<file path="src/rtl/bssid_filt_pkg.sv">
package bssid_filt_pkg;
  localparam int unsigned ADDR_W = 48;
  localparam int unsigned WORD_W = 32;
  localparam int unsigned LANE_W = 8;

  typedef enum logic [1:0] {
    SEL_MAC_LO = 2'd0,
    SEL_MAC_HI = 2'd1,
    SEL_MSK_LO = 2'd2,
    SEL_MSK_HI = 2'd3
  } reg_sel_e;
endpackage

</file>
<file path="src/rtl/bssid_filt_regs.sv">
module bssid_filt_regs
  import bssid_filt_pkg::*;
#(
  parameter int unsigned AW = ADDR_W,
  parameter int unsigned WW = WORD_W
) (
  input  logic          clk_i,
  input  logic          rst_ni,
  input  logic          wr_en_i,
  input  logic [1:0]    wr_sel_i,
  input  logic [WW-1:0] wr_data_i,
  input  logic          commit_i,
  input  logic [AW-1:0] commit_mask_i,
  output logic [AW-1:0] mac_o,
  output logic [AW-1:0] mask_o
);
  localparam int unsigned HW = AW - WW;

  logic [AW-1:0] mac_q, mask_q;

  always_ff @(posedge clk_i or negedge rst_ni) begin
    if (!rst_ni) begin
      mac_q  <= '0;
      mask_q <= '1;
    end else begin
      if (wr_en_i) begin
        unique case (reg_sel_e'(wr_sel_i))
          SEL_MAC_LO: mac_q[WW-1:0]   <= wr_data_i;
          SEL_MAC_HI: mac_q[AW-1:WW]  <= wr_data_i[HW-1:0];
          SEL_MSK_LO: mask_q[WW-1:0]  <= wr_data_i;
          SEL_MSK_HI: mask_q[AW-1:WW] <= wr_data_i[HW-1:0];
          default: ;
        endcase
      end
      // commit overrides a same-cycle mask write
      if (commit_i) mask_q <= commit_mask_i;
    end
  end

  assign mac_o  = mac_q;
  assign mask_o = mask_q;

  assert_hi_keeps_lo_R5: assert property (@(posedge clk_i) disable iff (!rst_ni)
    (wr_en_i && wr_sel_i == SEL_MAC_HI) |=> $stable(mac_q[WW-1:0]));

  assert_commit_wins_R9: assert property (@(posedge clk_i) disable iff (!rst_ni)
    commit_i |=> (mask_q == $past(commit_mask_i)));

  assert_mask_still_R6: assert property (@(posedge clk_i) disable iff (!rst_ni)
    (!commit_i && !(wr_en_i && wr_sel_i[1])) |=> $stable(mask_q));
endmodule

</file>
<file path="src/rtl/bssid_filt_mask_acc.sv">
module bssid_filt_mask_acc #(
  parameter int unsigned AW = 48
) (
  input  logic          clk_i,
  input  logic          rst_ni,
  input  logic          clr_i,
  input  logic          add_i,
  input  logic [AW-1:0] bssid_i,
  input  logic [AW-1:0] mac_i,
  output logic [AW-1:0] mask_o
);
  logic [AW-1:0] acc_q;
  logic [AW-1:0] common_bits;

  assign common_bits = ~(mac_i ^ bssid_i);

  always_ff @(posedge clk_i or negedge rst_ni) begin
    if (!rst_ni)    acc_q <= '1;
    else if (clr_i) acc_q <= '1;
    else if (add_i) acc_q <= acc_q & common_bits;
  end

  assign mask_o = acc_q;

  assert_clr_ones_R7: assert property (@(posedge clk_i) disable iff (!rst_ni)
    clr_i |=> (&acc_q));

  assert_no_bit_set_R8: assert property (@(posedge clk_i) disable iff (!rst_ni)
    !clr_i |=> ((acc_q & ~$past(acc_q)) == '0));

  assert_idle_hold_R8: assert property (@(posedge clk_i) disable iff (!rst_ni)
    (!clr_i && !add_i) |=> $stable(acc_q));
endmodule

</file>
<file path="src/rtl/bssid_filt_match.sv">
module bssid_filt_match
  import bssid_filt_pkg::*;
#(
  parameter int unsigned AW = ADDR_W
) (
  input  logic          clk_i,
  input  logic          rst_ni,
  input  logic          vld_i,
  input  logic [AW-1:0] bssid_i,
  input  logic [AW-1:0] mac_i,
  input  logic [AW-1:0] mask_i,
  output logic          vld_o,
  output logic          acc_o
);
  localparam int unsigned NL = AW / LANE_W;

  logic [NL-1:0] lane_ok;

  for (genvar l = 0; l < NL; l++) begin : g_lane
    logic [LANE_W-1:0] f_m, o_m;
    assign f_m = bssid_i[l*LANE_W +: LANE_W] & mask_i[l*LANE_W +: LANE_W];
    assign o_m = mac_i[l*LANE_W +: LANE_W]   & mask_i[l*LANE_W +: LANE_W];
    assign lane_ok[l] = (f_m == o_m);
  end

  logic vld_q, acc_q;

  always_ff @(posedge clk_i or negedge rst_ni) begin
    if (!rst_ni) begin
      vld_q <= 1'b0;
      acc_q <= 1'b0;
    end else begin
      vld_q <= vld_i;
      acc_q <= vld_i && (&lane_ok);
    end
  end

  assign vld_o = vld_q;
  assign acc_o = acc_q;

  assert_vld_follows_R3: assert property (@(posedge clk_i) disable iff (!rst_ni)
    vld_i |=> vld_o);

  assert_vld_quiet_R3: assert property (@(posedge clk_i) disable iff (!rst_ni)
    !vld_i |=> !vld_o);

  assert_acc_qualified_R3: assert property (@(posedge clk_i) disable iff (!rst_ni)
    acc_o |-> vld_o);

  assert_accept_rule_R2: assert property (@(posedge clk_i) disable iff (!rst_ni)
    (vld_i && (((bssid_i ^ mac_i) & mask_i) == '0)) |=> acc_o);

  assert_reject_rule_R2: assert property (@(posedge clk_i) disable iff (!rst_ni)
    (vld_i && (((bssid_i ^ mac_i) & mask_i) != '0)) |=> !acc_o);
endmodule

</file>
<file path="src/rtl/bssid_filt.sv">
module bssid_filt
  import bssid_filt_pkg::*;
#(
  parameter int unsigned AW = ADDR_W,
  parameter int unsigned WW = WORD_W
) (
  input  logic          clk_i,
  input  logic          rst_ni,
  input  logic          wr_en_i,
  input  logic [1:0]    wr_sel_i,
  input  logic [WW-1:0] wr_data_i,
  input  logic          bssid_vld_i,
  input  logic [AW-1:0] bssid_i,
  output logic          acc_vld_o,
  output logic          acc_o,
  input  logic          hlp_clr_i,
  input  logic          hlp_add_i,
  input  logic [AW-1:0] hlp_bssid_i,
  input  logic          hlp_commit_i,
  output logic [AW-1:0] hlp_mask_o
);
  logic [AW-1:0] mac, mask, acc_mask;

  bssid_filt_regs #(.AW(AW), .WW(WW)) u_regs (
    .clk_i, .rst_ni, .wr_en_i, .wr_sel_i, .wr_data_i,
    .commit_i(hlp_commit_i), .commit_mask_i(acc_mask),
    .mac_o(mac), .mask_o(mask)
  );

  bssid_filt_mask_acc #(.AW(AW)) u_acc (
    .clk_i, .rst_ni, .clr_i(hlp_clr_i), .add_i(hlp_add_i),
    .bssid_i(hlp_bssid_i), .mac_i(mac), .mask_o(acc_mask)
  );

  bssid_filt_match #(.AW(AW)) u_match (
    .clk_i, .rst_ni, .vld_i(bssid_vld_i), .bssid_i,
    .mac_i(mac), .mask_i(mask), .vld_o(acc_vld_o), .acc_o
  );

  assign hlp_mask_o = acc_mask;
endmodule

</file>
<file path="config.mk">
export PLATFORM = sky130hd
export DESIGN_NAME = bssid_filt
export DESIGN_NICKNAME = d
export VERILOG_FILES = /design/src/rtl/bssid_filt_pkg.sv /design/src/rtl/bssid_filt_regs.sv /design/src/rtl/bssid_filt_mask_acc.sv /design/src/rtl/bssid_filt_match.sv /design/src/rtl/bssid_filt.sv
export SDC_FILE = /design/constraint.sdc
export NUM_CORES = 1
export LEC_CHECK = 0
export BUFFER_PORTS_ARGS = -buffer_cell sky130_fd_sc_hd__buf_2
export CORE_MARGIN = 5
export CORE_UTILIZATION = 55
export CTS_BUF_LIST = sky130_fd_sc_hd__clkbuf_8
export DETAILED_ROUTE_END_ITERATION = 10
export GPL_ROUTABILITY_DRIVEN = 0
export PLACE_DENSITY = 0.91
export SLEW_MARGIN = 30
export SYNTH_ARGS = -nofsm -noshare
export SYNTH_HDL_FRONTEND = slang
export SYNTH_HIERARCHICAL = 1
export SYNTH_SLANG_ARGS = --single-unit
</file>
<file path="constraint.sdc">
create_clock -name clk_i -period 1.6 [get_ports clk_i]
set_input_delay 0.08 -clock clk_i [delete_from_list [all_inputs] [get_ports clk_i]]
set_output_delay 0.08 -clock clk_i [all_outputs]
set_load 0.005 [all_outputs]
</file>
Yosys cells after proc, flatten, opt, wreduce, memory -nomap -nowiden
Index checks and enable logic that the tools add are counted.

word-level totals
  bits in registers = 146
  bits of input ports = 137
  logic and storage cells = 48
  output and inout bits = 50

operators by class
  equal/unequal tests = 9
  bitwise logic cells = 15
  multiplexer cells = 6
  reductions and logical operators = 11

operator list
  operator              count
  $mux W48              4
  $and A8 B8 Y8         12
  $and A48 B48 Y48      1
  $eq A8 B8 Y1          6
  $not A48 Y48          1
  $xor A48 B48 Y48      1
  $mux W32              1
  $mux W16              1
  $reduce_and A2 Y1     4
  $reduce_bool A2 Y1    4
  $reduce_and A6 Y1     1
  $eq A2 B2 Y1 const B  2
  $eq A2 B1 Y1 const B  1
  $logic_not A2 Y1      1
  $logic_and A1 B1 Y1   1

Logic depth before layout (Yosys ltp)
  word-level depth = 5
  mapped depth = 6

Cells and area by module
The synthesis kept the hierarchy.

by module, submodules not included
  module               cells an instance  times used  area an instance (sq um)
  bssid_filt_regs      349                1           4072.7
  bssid_filt_mask_acc  203                1           2170.8
  bssid_filt_match     80                 1           728.2

Worst setup path before layout
Ideal clock, no wire load.

  path type = register to register
  start point = reg u_regs.mac_q[47], in the netlist u_regs/mac_o[47]
  end point = reg u_match.acc_q, in the netlist u_match/acc_o
  arrival time = 1281 ps
  cell stages (with the launch flop) = 6
  library setup time = 96 ps
  clock period less this slack = 1377 ps
  setup slack = 223 ps
  path buffers = 0
  cell sequence = dfrtp_1 > xor2_1 > a22o_1 > a221oi_2 > nand4_1 > nor4_2

between the ends
  word-level cells in the longest chain between the ends = 4

ends and longest elaborated chain
  what                             RTL line                source
  start, declared                  bssid_filt_regs.sv:19   logic [AW-1:0] mac_q, mask_q;
  start signal, assigned by index  bssid_filt_regs.sv:28   SEL_MAC_LO: mac_q[WW-1:0] <= wr_data_i;
  start signal, assigned by index  bssid_filt_regs.sv:29   SEL_MAC_HI: mac_q[AW-1:WW] <= wr_data_i[HW-1:0];
  $and A8 B8 Y8                    bssid_filt_match.sv:22  assign o_m = mac_i[l*LANE_W +: LANE_W] & mask_i[l*LANE_W +: LANE_W];
  $eq A8 B8 Y1                     bssid_filt_match.sv:23  assign lane_ok[l] = (f_m == o_m);
  $reduce_and A6 Y1                bssid_filt_match.sv:34  acc_q <= vld_i && (&lane_ok);
  $logic_and A1 B1 Y1              bssid_filt_match.sv:34
  end signal, assigned             bssid_filt_match.sv:34
  end, declared                    bssid_filt_match.sv:26  logic vld_q, acc_q;

Every way passes these cells.
A chain may end at the register's enable or synchronous reset.

Final worst setup path
  start point = reg u_regs.mac_q[17], in the netlist u_regs/mac_o[17]
  end point = reg u_match.acc_q, in the netlist u_match/acc_o

The elaborated chain is that of the path after synthesis.

==> flow_summary.json <==
{
  "yosys.area.top_type_share_pct": 36.2,
  "clk_path_buf_depth": 2,
  "avgSynthCellArea_um2": 11.0,
  "avgViaCountPerCell": 5.61,
  "core.rowCount": 41,
  "number_of_global_route_vias_before_repair": 6670,
  "rr_worst_depth": 4,
  "setup_viol": 1,
  "tritoncts.num_buffers": 17,
  "start_util_pct": 55.7,
  "finalCriticalPeriod_ps": 1620,
  "final_worst_path_period_share_pct": 101,
  "die_w_um": 123,
  "place.detailed.hpwl_mm": 13.9,
  "share_of_cells_above_drive_strength_1_pct": 42.0,
  "globalRouteOverflowTotal": 0,
  "placed_area_mm2": 0.00815,
  "total_power_mw": 10.5,
  "buffer_ports.inserted": 186,
  "worst_setup_hold_path_clk_slew_ps": 90,
  "drv_cap": 0,
  "worst_slew_margin_relative_to_its_limit_pct": 51.3,
  "peak_supply_drop_uv": 780,
  "core_area_mm2": 0.0125,
  "grt_setup_unrepaired": "yes",
  "dieArea_mm2": 0.0150,
  "fillers": 798,
  "residual_antenna_violating_net_count_after_detailed_routing": 0,
  "hp-class": "in2reg",
  "wire_per_inst_um": 20.9,
  "ys.warnings.count": 6,
  "setup_tns_ps": -17.3,
  "grt_start_max_net_pins": 57,
  "min_setup_slack_post_route_ps": -17.3,
  "design.final.nets": 1040,
  "slew_viol_final": 0,
  "clock_insertion_delay_at_the_later_pin_of_the_skew_report_ps": 450,
  "syn-num-nets": 769,
  "cts-htree-levels": 4,
  "largest_fanout_on_the_critical_path": 2,
  "io_pins": 187,
  "final_hold_viol_count": 0,
  "ys_ff_latch": 146,
  "cts_sinks": 146,
  "leakagePower_nw": 4.27,
  "cp_data_required_time_ps": 1950,
  "m1WireLength_mm": 8.54,
  "worst-slew-pin-transition_ps": 730,
  "synth_cells": 632,
  "violations": "setup timing",
  "synth.yosys.seq_area_share_pct": 54.1,
  "die_h_um": 123,
  "cp_endpoint_kind": "flop",
  "syn_area_mm2": 0.00697,
  "route.detailed.drc": 0,
  "first_pass_grt_wire_length_mm": 35.0,
  "synth_top_cells_by_area": "dfstp_2 (36%), dfrtp_1 (18%), xor2_1 (12%)",
  "top_layer": "met5",
  "clock_tree_from_tritoncts": "yes",
  "clock.fmax_mhz": 618,
  "crit_start_category": "flop",
  "outcome": "finished with violations",
  "clk_root_buffer_cell": "clkbuf_8",
  "setup_cp_type": "reg2reg",
  "holdPathStages": 3,
  "place_inst": 971,
  "yosys_top_cell_by_area": "dfstp_2",
  "grt_use_total_pct": 31.1,
  "first_pass_iters": 5,
  "critPathArrivalTime_ps": 1960,
  "stdcell_count": 1091,
  "initial_drt_markers": 599,
  "power_per_cell_area_mw_per_mm2": 1110,
  "dr_total_vias": 6123,
  "timing.clock.skew_ps": 14.9,
  "layout_area_growth_over_synthesis_pct": 35.3,
  "met3_layer_wire_length_in_the_routed_design_mm": 1.59,
  "synth_cell_type_count": 31,
  "final_instance_area_mm2": 0.00943,
  "wl_met2_mm": 11.5,
  "grt_antenna_before_repair": 4,
  "postRouteWirelength_mm": 22.8,
  "fin_worst_hold_slack_ps": 95.5
}
power breakdown:
| part | switching (mW) | internal (mW) |
|---|---|---|
| Clock | 1.41 | 1.60 |
| Combinational | 1.16 | 1.17 |
| Sequential | 0.554 | 4.56 |
registers in the layout (all words and copies together), names as in the netlist:
register / count
u_match/acc_o: 1
u_match/vld_o: 1
u_regs/mask_o: 48
u_regs/mac_o: 48
u_acc/mask_o: 48
worst paths after layout:
| path | slack (ps) | end | startpoint |
|---|---|---|---|
| worst max-delay path | -20 | u_match/acc_o | u_regs/mac_o[17] |
| worst max register to register | -20 | u_match/acc_o | u_regs/mac_o[17] |
| max in group asynchronous | 800 | u_acc/mask_o[22] | rst_ni |
| worst min register to register | 460 | u_regs/mask_o[42] | u_regs/mask_o[42] |
| min in group asynchronous | 130 | u_regs/mac_o[38] | rst_ni |
| worst min-delay path | 100 | u_regs/mac_o[32] | wr_en_i |
layout make-up:
cell class / count / area, µm² / share of cell area (%)
clock inverters: 12 / 143 / 1.51
well taps: 172 / 215 / 2.28
diodes: 4 / 10.0 / 0.106
clock buffers: 19 / 262 / 2.77
repair buffers: 285 / 1990 / 21.1
multi-input cells: 453 / 3040 / 32.2
flip-flops and latches: 146 / 3770 / 40.0
kinds of logic (layout without fill, tap and decap cells):
logic type	after synthesis	count (layout)	share of synthesized area, %
AO/OA/AOI/OAI	152	152	12.8
XOR/XNOR	96	96	12.1
buffers and inverters	33	316	2.71
flip-flops	146	146	54.1
multiplexers	48	48	7.75
other	0	4	0
AND/OR/NAND/NOR	157	157	10.5
what timing repair did:
| item | 4_1_cts | 5_1_grt |
|---|---|---|
| hold buffers | 83 | 0 |
| gates cloned | 0 | 0 |
| endpoints found under the hold margin | 223 | 0 |
| setup endpoints to repair | 1 | 1 |
| gates resized for setup | 1 | 2 |
| pin swaps | 4 | 1 |
| buffers inserted | 2 | 0 |
per-layer routing:
layer  track usage, %  up-vias
met1             36.1     2965
met3             6.27       92
met5                0        -
met4             19.6        2
li1                 -     2708
met2             52.6      356
metrics by stage:
step | setup WS (ps) | utilization, %
3_3_place_gp | 68.8 | 65.1
5_1_grt | -58.1 | 75.4
6_report | -17.3 | 75.4
4_1_cts | -7.59 | 75.2
2_1_floorplan | 223 | -
3_5_place_dp | -19.5 | 65.1
placed cells by master, fill, tap and decap left out, types with 7 or more instances in the layout:
cell,netlist,routed
nor2b_1,33,32
a21oi_1,112,112
dlygate4sd3_1,0,83
a22o_1,7,7
nand2_1,65,65
buf_2,12,185
buf_12,0,8
clkbuf_8,0,19
dfrtp_1,50,50
dfstp_2,96,96
mux2_2,46,46
buf_4,11,8
a22oi_1,22,22
xor2_1,96,96
nor2_1,48,48
cell usage after synthesis (all sizes together):
cell type	count
nor4	1
a22o	7
and4	1
and3b	1
nor2b	33
nand2	65
dfstp	96
dfrtp	50
nor2	48
a31oi	1
nand3b	2
nand3	1
mux2	48
a221oi	7
xor2	96
and4b	1
a222oi	1
a21oi	112
nor3b	1
buf	28
nand4	3
clkbuf	5
a22oi	24
critical path: stages (launching register included):
cell and delay, ps:
dfrtp_1 400, xor2_1 160, a222oi_1 450, nand4_1 210, nor4_2 310
No activity file was read; power rests on OpenSTA's default activity.
